===== src/rtl/tpg_pkg.sv =====
package tpg_pkg;
  localparam int unsigned RATE_W = 3;
  localparam int unsigned CNT_W  = 24;

  // N ones in the low bits of a 64-bit word
  function automatic logic [63:0] low_ones(input int unsigned n);
    if (n >= 64) return '1;
    return (64'd1 << n) - 64'd1;
  endfunction

  // Bit interval for a rate code: 0 -> none, c -> 10^c
  function automatic logic [CNT_W-1:0] decade_len(input logic [RATE_W-1:0] code);
    logic [CNT_W-1:0] v;
    v = '0;
    if (code != '0) begin
      v = CNT_W'(1);
      for (int i = 0; i < (1 << RATE_W) - 1; i++)
        if (i < int'(code)) v = v * CNT_W'(10);
    end
    return v;
  endfunction
endpackage


===== src/rtl/tpg_shift.sv =====
module tpg_shift #(
  parameter int unsigned PAT_W = 32,
  parameter int unsigned LEN_W = $clog2(PAT_W)
) (
  input  logic             clk,
  input  logic             rst_n,
  input  logic             load_i,
  input  logic             adv_i,
  input  logic             prbs_i,
  input  logic [LEN_W-1:0] len_m1_i,
  input  logic [LEN_W-1:0] tap_i,
  input  logic [PAT_W-1:0] seed_i,
  output logic             head_o
);
  logic [63:0]      mask_wide;
  logic [PAT_W-1:0] mask;
  logic [PAT_W-1:0] seed_m;
  logic [PAT_W-1:0] seed_fix;
  logic [PAT_W-1:0] sr_q;
  logic [PAT_W-1:0] sr_next;
  logic             head;
  logic             fb;

  assign mask_wide = tpg_pkg::low_ones(32'(len_m1_i) + 32'd1);
  assign mask      = mask_wide[PAT_W-1:0];
  assign seed_m    = seed_i & mask;
  assign seed_fix  = (prbs_i && seed_m == '0) ? mask : seed_m;
  assign head      = sr_q[len_m1_i];
  assign fb        = head ^ (prbs_i & sr_q[tap_i]);
  assign sr_next   = ((sr_q << 1) | {{(PAT_W-1){1'b0}}, fb}) & mask;
  assign head_o    = head;

  always_ff @(posedge clk or negedge rst_n) begin
    if (!rst_n)      sr_q <= '0;
    else if (load_i) sr_q <= seed_fix;
    else if (adv_i)  sr_q <= sr_next;
  end


  nonzero_seed_chk: assert property (@(posedge clk) disable iff (!rst_n)
    (load_i && prbs_i) |=> (sr_q != '0));


  rotate_keep_chk: assert property (@(posedge clk) disable iff (!rst_n)
    (adv_i && !load_i && !prbs_i) |=>
      ($countones(sr_q & $past(mask)) == $past($countones(sr_q & mask))));


  load_fits_chk: assert property (@(posedge clk) disable iff (!rst_n)
    load_i |=> ((sr_q & ~$past(mask)) == '0));
endmodule


===== src/rtl/tpg_errins.sv =====
module tpg_errins #(
  parameter int unsigned RATE_W = tpg_pkg::RATE_W,
  parameter int unsigned CNT_W  = tpg_pkg::CNT_W
) (
  input  logic              clk,
  input  logic              rst_n,
  input  logic              load_i,
  input  logic              adv_i,
  input  logic [RATE_W-1:0] rate_i,
  input  logic              single_i,
  output logic              flip_o
);
  localparam logic [CNT_W-1:0] ONE = CNT_W'(1);

  logic [CNT_W-1:0]  lim;
  logic [CNT_W-1:0]  cnt_q;
  logic [RATE_W-1:0] rate_q;
  logic              pend_q;
  logic              rate_same;
  logic              per_hit;
  logic              single_hit;

  assign lim        = tpg_pkg::decade_len(rate_i);
  assign rate_same  = (rate_i == rate_q);
  assign per_hit    = adv_i && rate_same && (rate_i != '0) && (cnt_q == lim - ONE);
  assign single_hit = adv_i && pend_q;
  assign flip_o     = per_hit | single_hit;

  always_ff @(posedge clk or negedge rst_n) begin
    if (!rst_n) begin
      cnt_q  <= '0;
      rate_q <= '0;
      pend_q <= 1'b0;
    end else begin
      rate_q <= rate_i;
      if (load_i || !rate_same)         cnt_q <= '0;
      else if (adv_i && rate_i != '0)   cnt_q <= per_hit ? '0 : cnt_q + ONE;
      pend_q <= load_i ? 1'b0 : ((pend_q & ~adv_i) | single_i);
    end
  end


  cnt_range_chk: assert property (@(posedge clk) disable iff (!rst_n)
    (rate_same && rate_i != '0) |-> (cnt_q < lim));


  pend_drop_chk: assert property (@(posedge clk) disable iff (!rst_n)
    (pend_q && adv_i && !single_i && !load_i) |=> !pend_q);


  load_clear_chk: assert property (@(posedge clk) disable iff (!rst_n)
    load_i |=> (cnt_q == '0 && !pend_q));
endmodule


===== src/rtl/tpg_top.sv =====
module tpg_top
  import tpg_pkg::*;
#(
  parameter int unsigned PAT_W = 32,
  parameter int unsigned LEN_W = $clog2(PAT_W)
) (
  input  logic              clk,
  input  logic              rst_n,
  input  logic              tx_en,
  input  logic              load,
  input  logic              invert,
  input  logic              prbs_mode,
  input  logic [LEN_W-1:0]  len_m1,
  input  logic [LEN_W-1:0]  tap_sel,
  input  logic [PAT_W-1:0]  pattern,
  input  logic [RATE_W-1:0] rate_code,
  input  logic              err_single,
  output logic              dout
);
  logic load_q;
  logic load_rise;
  logic adv;
  logic head;
  logic flip;
  logic raw_q;

  assign load_rise = load & ~load_q;
  assign adv       = tx_en & ~load_rise;

  tpg_shift #(.PAT_W(PAT_W), .LEN_W(LEN_W)) u_shift (
    .clk(clk), .rst_n(rst_n), .load_i(load_rise), .adv_i(adv),
    .prbs_i(prbs_mode), .len_m1_i(len_m1), .tap_i(tap_sel),
    .seed_i(pattern), .head_o(head)
  );

  tpg_errins #(.RATE_W(RATE_W), .CNT_W(CNT_W)) u_err (
    .clk(clk), .rst_n(rst_n), .load_i(load_rise), .adv_i(adv),
    .rate_i(rate_code), .single_i(err_single), .flip_o(flip)
  );

  always_ff @(posedge clk or negedge rst_n) begin
    if (!rst_n) begin
      load_q <= 1'b0;
      raw_q  <= 1'b0;
    end else begin
      load_q <= load;
      if (adv) raw_q <= head ^ flip;
    end
  end

  assign dout = raw_q ^ invert;


  gap_hold_chk: assert property (@(posedge clk) disable iff (!rst_n)
    !tx_en |=> $stable(raw_q));


  load_hold_chk: assert property (@(posedge clk) disable iff (!rst_n)
    load_rise |=> $stable(raw_q));


  single_rise_chk: assert property (@(posedge clk) disable iff (!rst_n)
    (load && $past(load) && $past(rst_n)) |-> !load_rise);


  flip_gated_chk: assert property (@(posedge clk) disable iff (!rst_n)
    flip |-> adv);
endmodule


===== config.mk =====
export PLATFORM = sky130hd
export DESIGN_NAME = tpg_top
export DESIGN_NICKNAME = d
export VERILOG_FILES = /design/src/rtl/tpg_pkg.sv /design/src/rtl/tpg_shift.sv /design/src/rtl/tpg_errins.sv /design/src/rtl/tpg_top.sv
export SDC_FILE = /design/constraint.sdc
export NUM_CORES = 1
export LEC_CHECK = 0
export BUFFER_PORTS_ARGS = -buffer_cell sky130_fd_sc_hd__buf_2
export CORE_MARGIN = 8
export CORE_UTILIZATION = 40
export DETAILED_ROUTE_END_ITERATION = 16
export GPL_TIMING_DRIVEN = 1
export SYNTH_ARGS = -nofsm -noshare
export SYNTH_HDL_FRONTEND = slang
export SYNTH_SLANG_ARGS = --single-unit

===== constraint.sdc =====
create_clock -name clk -period 4.2 [get_ports clk]
set_clock_uncertainty 0.05 [all_clocks]
set_input_delay 0.63 -clock clk [delete_from_list [all_inputs] [get_ports clk]]
set_output_delay 0.63 -clock clk [all_outputs]
set_load 0.01 [all_outputs]

==> reports/qor.txt, run 1 <==
Post-synth ARST share: 100.0%
Overall die height: 162.4 um
WL per Instance: 18.30 um
# rows: 53
Max-slew violation count: 0
Crit-path leading delay family: adder cells
Vias in the first global route: 9429
Crit path launch type: input pin
Tcrit/Tclk final: 172.8%
Mapped cell area: 0.008576 mm2
RSZ-0062 raised after global routing: yes
Final Util: 54.28%
Critical Path Most Common Cell: ha_1
Drt first pass iters: 5
Hold Path Class: in -> reg
GRT overflow: 0
Sequential-to-total area share from yosys stat: 18.09%
Synth top cells by count: 181 x nand2_1, 94 x ha_1, 83 x a21oi_1, 83 x nor2_1, 62 x dfrtp_1
DRC: 0
Worst vdd ir: 0.0001782 V
F_max: 137.8 MHz
Worst setup margin: -3.058 ns
Critical Path RT: 4.38 ns
Final net count: 1490
Ys flop type: dfrtp_1
Yosys warning total: 0
Buf+Inv Stages, Crit Path: 4
Starting Density: 40.80%
Fraction of layout cells with a size suffix above 1: 30.61%
Placer's final routability congestion estimate: 0.9900
H-tree Lvls: 3
Root Driver: clkbuf_16
Status: complete, but fails checks
Slew @ Worst Pin: 1.059 ns
CTS tree: yes
# clock sinks: 62
Clk pin slew, worst setup/hold paths: 0.06 ns
Synthesized area per cell: 7.664 um2
First-pass GRT wire length: 48.36 mm
Failing checks: setup timing
Setup TNS: -74.75 ns
Hpwl dp: 22.98 mm
Crit Path Class: in -> reg
Final Hold Viols: 0
Synth top area share: 18.09%
Arrival @ worst endpoint: 7.44 ns
Cells after Synth: 1119
Crit-path slowest cell: or4_4
Total track usage: 22.45%
Initial drt markers: 840
Total Power: 3.222 mW
Dpl ws: -3.673 ns
Minimum clock period: 7.258 ns
Most common cell in the netlist: nand2_1
Final setup viols: 25
Number of fillers in the final layout: 2014
Initial antenna violation count: 0
Hold Buf Count CTS: 0
Register bit total from synthesis: 62
Cell Count, Final, Fillers Out: 1621
DR vias/cell: 5.869
CP Max Fanout: 5
Clock buffer depth: 2
Total Die Area: 0.02638 mm2
Ports: 53
CTS buffer count: 9
Layout area overhead: 33.06%
Synth area leaders: dfrtp_1 18%, ha_1 14%, nand2_1 7.9%
Leakage: 5.383 nW
Synth cell types: 82
Synth area leader: dfrtp_1
Pin count of the biggest net entering global routing: 43
DR vias: 9513
Detail Route Antenna Nets: 0
Final WL: 29.66 mm
Die width: 162.4 um
Critical path's largest stage delay: 0.44 ns
Buffers on Ports: 52
Clk Latency, worst-skew pair: 0.35 ns
Post-Place Cells: 1589
Diodes inserted: 0
Max_slew headroom: 29.40%
PwrDens: 282.4 mW/mm2
Max-cap violations: 0
Core area: 0.02102 mm2
Post-synth EDFFs: 0
CP Capture Type: flip-flop
-- cells by family after synthesis --
logic type	count (synthesis)	share of synthesized area, %
flip-flops	62	18.09
buffers and inverters	110	5.282
other	2	0.08757
AO/OA/AOI/OAI	325	25.43
multiplexers	38	7.412
adder cells (fa/ha/maj)	97	14.41
AND/OR/NAND/NOR	439	24.58
XOR/XNOR	46	4.698
-- area by class of cell --
| type | instances | area [um2] | share of cell area [%] |
|---|---|---|---|
| inverter | 37 | 141.4 | 1.239 |
| sequential | 62 | 1551 | 13.60 |
| tap | 275 | 344.1 | 3.015 |
| clock inverter | 6 | 52.55 | 0.4605 |
| timing repair buffer | 278 | 2022 | 17.72 |
| multi-input combinational | 953 | 7061 | 61.88 |
| clock buffer | 10 | 239.0 | 2.094 |
-- sequential cells by signal, indices dropped and copies added (netlist names) --
signal / count
u_err.rate_q: 3
u_err.cnt_q: 24
u_err.pend_q: 1
load_q: 1
raw_q: 1
u_shift.sr_q: 32
-- path summary, 6_finish.rpt --
check / startpoint / end / slack [ns] / cells after the start
min in group asynchronous: rst_n / u_err.cnt_q[13] / 0.43 / 1
worst min register to register: u_shift.sr_q[31] / u_shift.sr_q[31] / 0.47 / 2
worst min-delay path: load / load_q / 0.37 / 1
worst max register to register: u_err.cnt_q[16] / u_err.cnt_q[17] / 1.10 / 12
worst max-delay path: rate_code[0] / u_err.cnt_q[17] / -3.06 / 33
max in group asynchronous: rst_n / u_shift.sr_q[7] / 2.77 / 2
-- power by group --
group          internal, mW  total (mW)  switching (mW)  leakage, nW
sequential            0.630       0.663          0.0329        0.831
combinational         0.925        1.82           0.893         4.41
clock                 0.426       0.742           0.316        0.138
total                  1.98        3.22            1.24         5.38
-- cell usage in the layout, fill, tap and decap left out, types with 10 or more instances in the layout --
cell type  count
dfrtp_1       62
a21oi_1       72
o21ai_0       44
inv_1         32
a211oi_1      10
ha_1          77
nor3_1        25
a21o_1        14
o21ai_1       12
buf_2         50
nor2_2        12
a211o_1       10
nand2_1      177
xor2_1        23
xnor2_1       20
buf_4        221
a31oi_1       13
nor2_1        69
and3_1        17
and2_1        10
o211ai_1      31
o31ai_1       12
nand2b_1      13
a21oi_2       10
mux4_2        20
ha_4          17
nand3_1       32
nand4_1       17
mux2i_1       14
-- per-stage QoR --
stage          cell area, um2  hold slack [ns]
2_1_floorplan            8805           0.2844
3_3_place_gp            10610           0.4347
3_5_place_dp            10610           0.4469
4_1_cts                 11250           0.3608
5_1_grt                 11410           0.3541
6_report                11410           0.3660
-- timing repair --
action                     4_1_cts  5_1_grt
buffers inserted                 9        6
pin swaps                       36       23
gates resized for setup         46       33
setup endpoints to repair       25       25
gates cloned                     2        0
-- layer usage --
| metal | vias up | global-route usage (%) | routed length (um) |
|---|---|---|---|
| met4 | 0 | 8.123 | 993 |
| met2 | 329 | 36.44 | 13680 |
| met1 | 4519 | 29.06 | 13040 |
| met3 | 69 | 4.449 | 1938 |
| met5 | - | 0 | 0 |
| li1 | 4596 | - | - |
No activity file was read; power rests on OpenSTA's default activity.
==> run 2, diff against run 1 <==
--- a/config.mk
+++ b/config.mk
@@ -12,4 +12,5 @@
 export GPL_TIMING_DRIVEN = 1
 export SYNTH_ARGS = -nofsm -noshare
 export SYNTH_HDL_FRONTEND = slang
+export SYNTH_HIERARCHICAL = 1
 export SYNTH_SLANG_ARGS = --single-unit
==> run 2 against run 1 <==
  * The flow still finishes with violations (setup timing)
  * Synthesized cell count up 0.36%
  * Critical path type unchanged
  * Via count up 0.15%
  * Final cell count down 0.99%
  * Global-route usage down 0.48 points
  * Maximum frequency down 2.6%
  * Cell area up 2.9%
  * Worst setup slack worse by 0.19 ns
  * Area after synthesis up 4.3%
  * Largest cell class unchanged
  * First-iteration DRC count up 12%
==> reports/qor.txt, run 2 <==
Status: complete, but fails checks
Failing checks: setup timing
Biggest regs: u_shift/sr_q (32), u_err/cnt_q (24), u_err/rate_q (3)
Initial antenna violation count: 0 (unchanged)
Ports: 53 (unchanged)
Post-synth ARST share: 100.0% (unchanged)
Crit path from: rate_code[2]
Max-cap violations: 0 (unchanged)
Clock buffer depth: 2 (unchanged)
Hold_ws: 0.2474 ns (-0.1187 ns)
Slew @ Worst Pin: 0.6592 ns (-0.3997 ns)
CP Max Fanout: 8 (+3)
First-pass GRT wire length: 48.44 mm (+0.17%)
Minimum clock period: 7.451 ns (+0.1934 ns)
Layout area overhead: 31.26%
DR vias: 9527 (+0.15%)
Crit path launch type: input pin
Final net count: 1470 (-1.3%)
Synth cell types: 99 (+21%)
# clock sinks: 62 (unchanged)
F_max: 134.2 MHz (-2.6%)
Max reg flops: 32 (unchanged)
Crit Path Class: in -> reg
Leakage: 5.352 nW (-0.58%)
RSZ-0062 raised after global routing: yes
R2R cell count: 12 (unchanged)
Drt first pass iters: 5 (unchanged)
Number of fillers in the final layout: 2064 (+2.5%)
Critical path's largest stage delay: 0.35 ns (-0.09 ns)
Diodes inserted: 0 (unchanged)
Synth area leaders: dfrtp_1 17%, ha_1 13%, a21oi_1 4.6%
Synth top area share: 17.35% (-0.74 points)
Final WL: 30.33 mm (+2.3%)
Die width: 165.5 um (+1.9%)
Max-slew violation count: 0 (unchanged)
Critical Path RT: 4.36 ns (-0.02 ns)
Clk Latency, worst-skew pair: 0.34 ns (about the same)
Vias in the first global route: 9064 (-3.9%)
GRT overflow: 0 (unchanged)
Hold Path Class: in -> async
Commonest non-fill, non-tap cell in the layout: buf_4
Post-synth EDFFs: 0 (unchanged)
CTS buffer count: 9 (unchanged)
Mapped cell area: 0.008941 mm2 (+4.3%)
Total track usage: 21.97% (-0.48 points)
Hold Buf Count CTS: 0 (unchanged)
Pin count of the biggest net entering global routing: 44 (+2.3%)
Total Die Area: 0.02739 mm2 (+3.8%)
PwrDens: 296.4 mW/mm2 (+5.0%)
Final Hold Viols: 0 (unchanged)
Overall die height: 165.5 um (+1.9%)
Final setup viols: 25 (unchanged)
Starting Density: 40.84% (+0.048 points)
Design area: 0.01174 mm2 (+2.9%)
Synthesized area per cell: 7.962 um2 (+3.9%)
Hpwl dp: 22.26 mm (-3.1%)
Detail Route Antenna Nets: 0 (unchanged)
DR vias/cell: 5.936 (+1.1%)
Core area: 0.02189 mm2 (+4.1%)
Setup TNS: -79.88 ns (-5.135 ns)
Commonest non-fill, non-tap cells in the layout: 197 x buf_4, 87 x nand2_1, 77 x a21oi_1
# rows: 54 (+1.9%)
CP Capture Type: flip-flop
Most common cell in the netlist: ha_1
Max_slew headroom: 56.05% (+27 points)
Tcrit/Tclk final: 177.4% (+4.6 points)
Synth area leader: dfrtp_1
Yosys warning total: 6 (+6)
Cells after Synth: 1123 (+0.36%)
Critical Path Most Common Cell: ha_4
DRC: 0 (unchanged)
Root Driver: clkbuf_16
Buffers on Ports: 52 (unchanged)
CTS tree: yes
Worst setup margin: -3.251 ns (-0.1934 ns)
Sequential-to-total area share from yosys stat: 17.35% (-0.74 points)
Initial drt markers: 941 (+12%)
Arrival @ worst endpoint: 7.61 ns (+0.17 ns)
Fraction of layout cells with a size suffix above 1: 32.68% (+2.1 points)
Placer's final routability congestion estimate: 0.9614 (-2.9%)
Register bit total from synthesis: 62 (unchanged)
Register bank with the most flops: u_shift/sr_q
Crit-path slowest cell: or3_1
Worst vdd ir: 0.0001764 V (-1.0%)
Ys flop type: dfrtp_1
Area after DPL: 0.01078 mm2 (+1.6%)
Clk pin slew, worst setup/hold paths: 0.06 ns (about the same)
WL per Instance: 18.90 um (+3.3%)
Worst r2r src: u_err/cnt_q[19]
Synth top cells by count: 94 x ha_1, 93 x nand2_1, 92 x nor2_1, 83 x a21oi_1, 62 x dfrtp_1
H-tree Lvls: 3 (unchanged)
-- run 2: final timing paths --
| kind | to | slack [ns] |
|---|---|---|
| worst max-delay path | u_err/cnt_q[11] | -3.25 |
| worst max register to register | u_err/cnt_q[11] | 1.14 |
| worst min-delay path | load_q | 0.25 |
| worst min register to register | u_err/pend_q | 0.48 |
| min in group clk | load_q | 0.39 |
| max in group asynchronous | u_shift/sr_q[28] | 2.87 |
-- run 2: critical path: cells and delay by family --
kind                     cells  cell delay, ns
AO/OA/AOI/OAI                9            1.38
multiplexers                 1            0.30
buffers and inverters        4            0.54
XOR/XNOR                     3            0.42
adder cells (fa/ha/maj)      7            1.68
AND/OR/NAND/NOR             16            2.66
-- run 2: metrics by stage --
step | total power, mW | std cells | utilization [%] | setup WS (ns)
after global routing | 3.705 | 1605 | 53.61 | -3.639
after global placement | 2.417 | 1560 | 49.23 | -3.620
after CTS | 3.361 | 1596 | 52.37 | -3.087
final | 3.478 | 1605 | 53.61 | -3.251
after floorplan | 1.788 | 1128 | - | -3.411
after detailed placement | 2.450 | 1560 | 49.23 | -3.767
-- run 2: where the power goes --
group / total [mW] / internal [mW] / leakage, nW / switching [mW]
clock network: 0.753 / 0.470 / 0.141 / 0.283
registers: 0.695 / 0.644 / 0.817 / 0.0512
logic: 2.03 / 1.07 / 4.39 / 0.962
total: 3.48 / 2.18 / 5.35 / 1.30
-- run 2: final cells by class --
type	instances	area (um2)	share of cell area (%)
clock buffer	11	242.7	2.068
clock inverter	4	47.55	0.4051
inverter	39	148.9	1.269
multi-input combinational	948	7473	63.68
sequential	62	1551	13.22
tap	280	350.3	2.985
timing repair buffer	261	1922	16.38
-- run 2: cells by family (layout without fill, tap and decap cells) --
logic type	Yosys count	count (layout)	share of synthesized area (%)
adders and majority gates	98	98	13.94
other	3	8	0.1259
AOI/OAI and AO/OA	371	371	28.91
xor gates and xnor gates	41	41	4.016
buffers and inverters	118	315	6.381
DFF	62	62	17.35
muxes	41	41	6.703
and+or+nand+nor	389	389	22.57
-- run 2: layer usage --
metal	wire [um]	GRT usage (%)	vias to the layer above
met5	0	0	-
met3	1789	2.776	53
met4	546	5.114	0
li1	-	-	4615
met1	14050	30.38	4535
met2	13950	35.72	324
-- run 2: what timing repair did --
item	in CTS	in global routing
buffers inserted	20	8
gates cloned	1	1
pin swaps	24	31
hold endpoints to repair	0	0
resized for setup	49	41
setup endpoints to repair	25	25
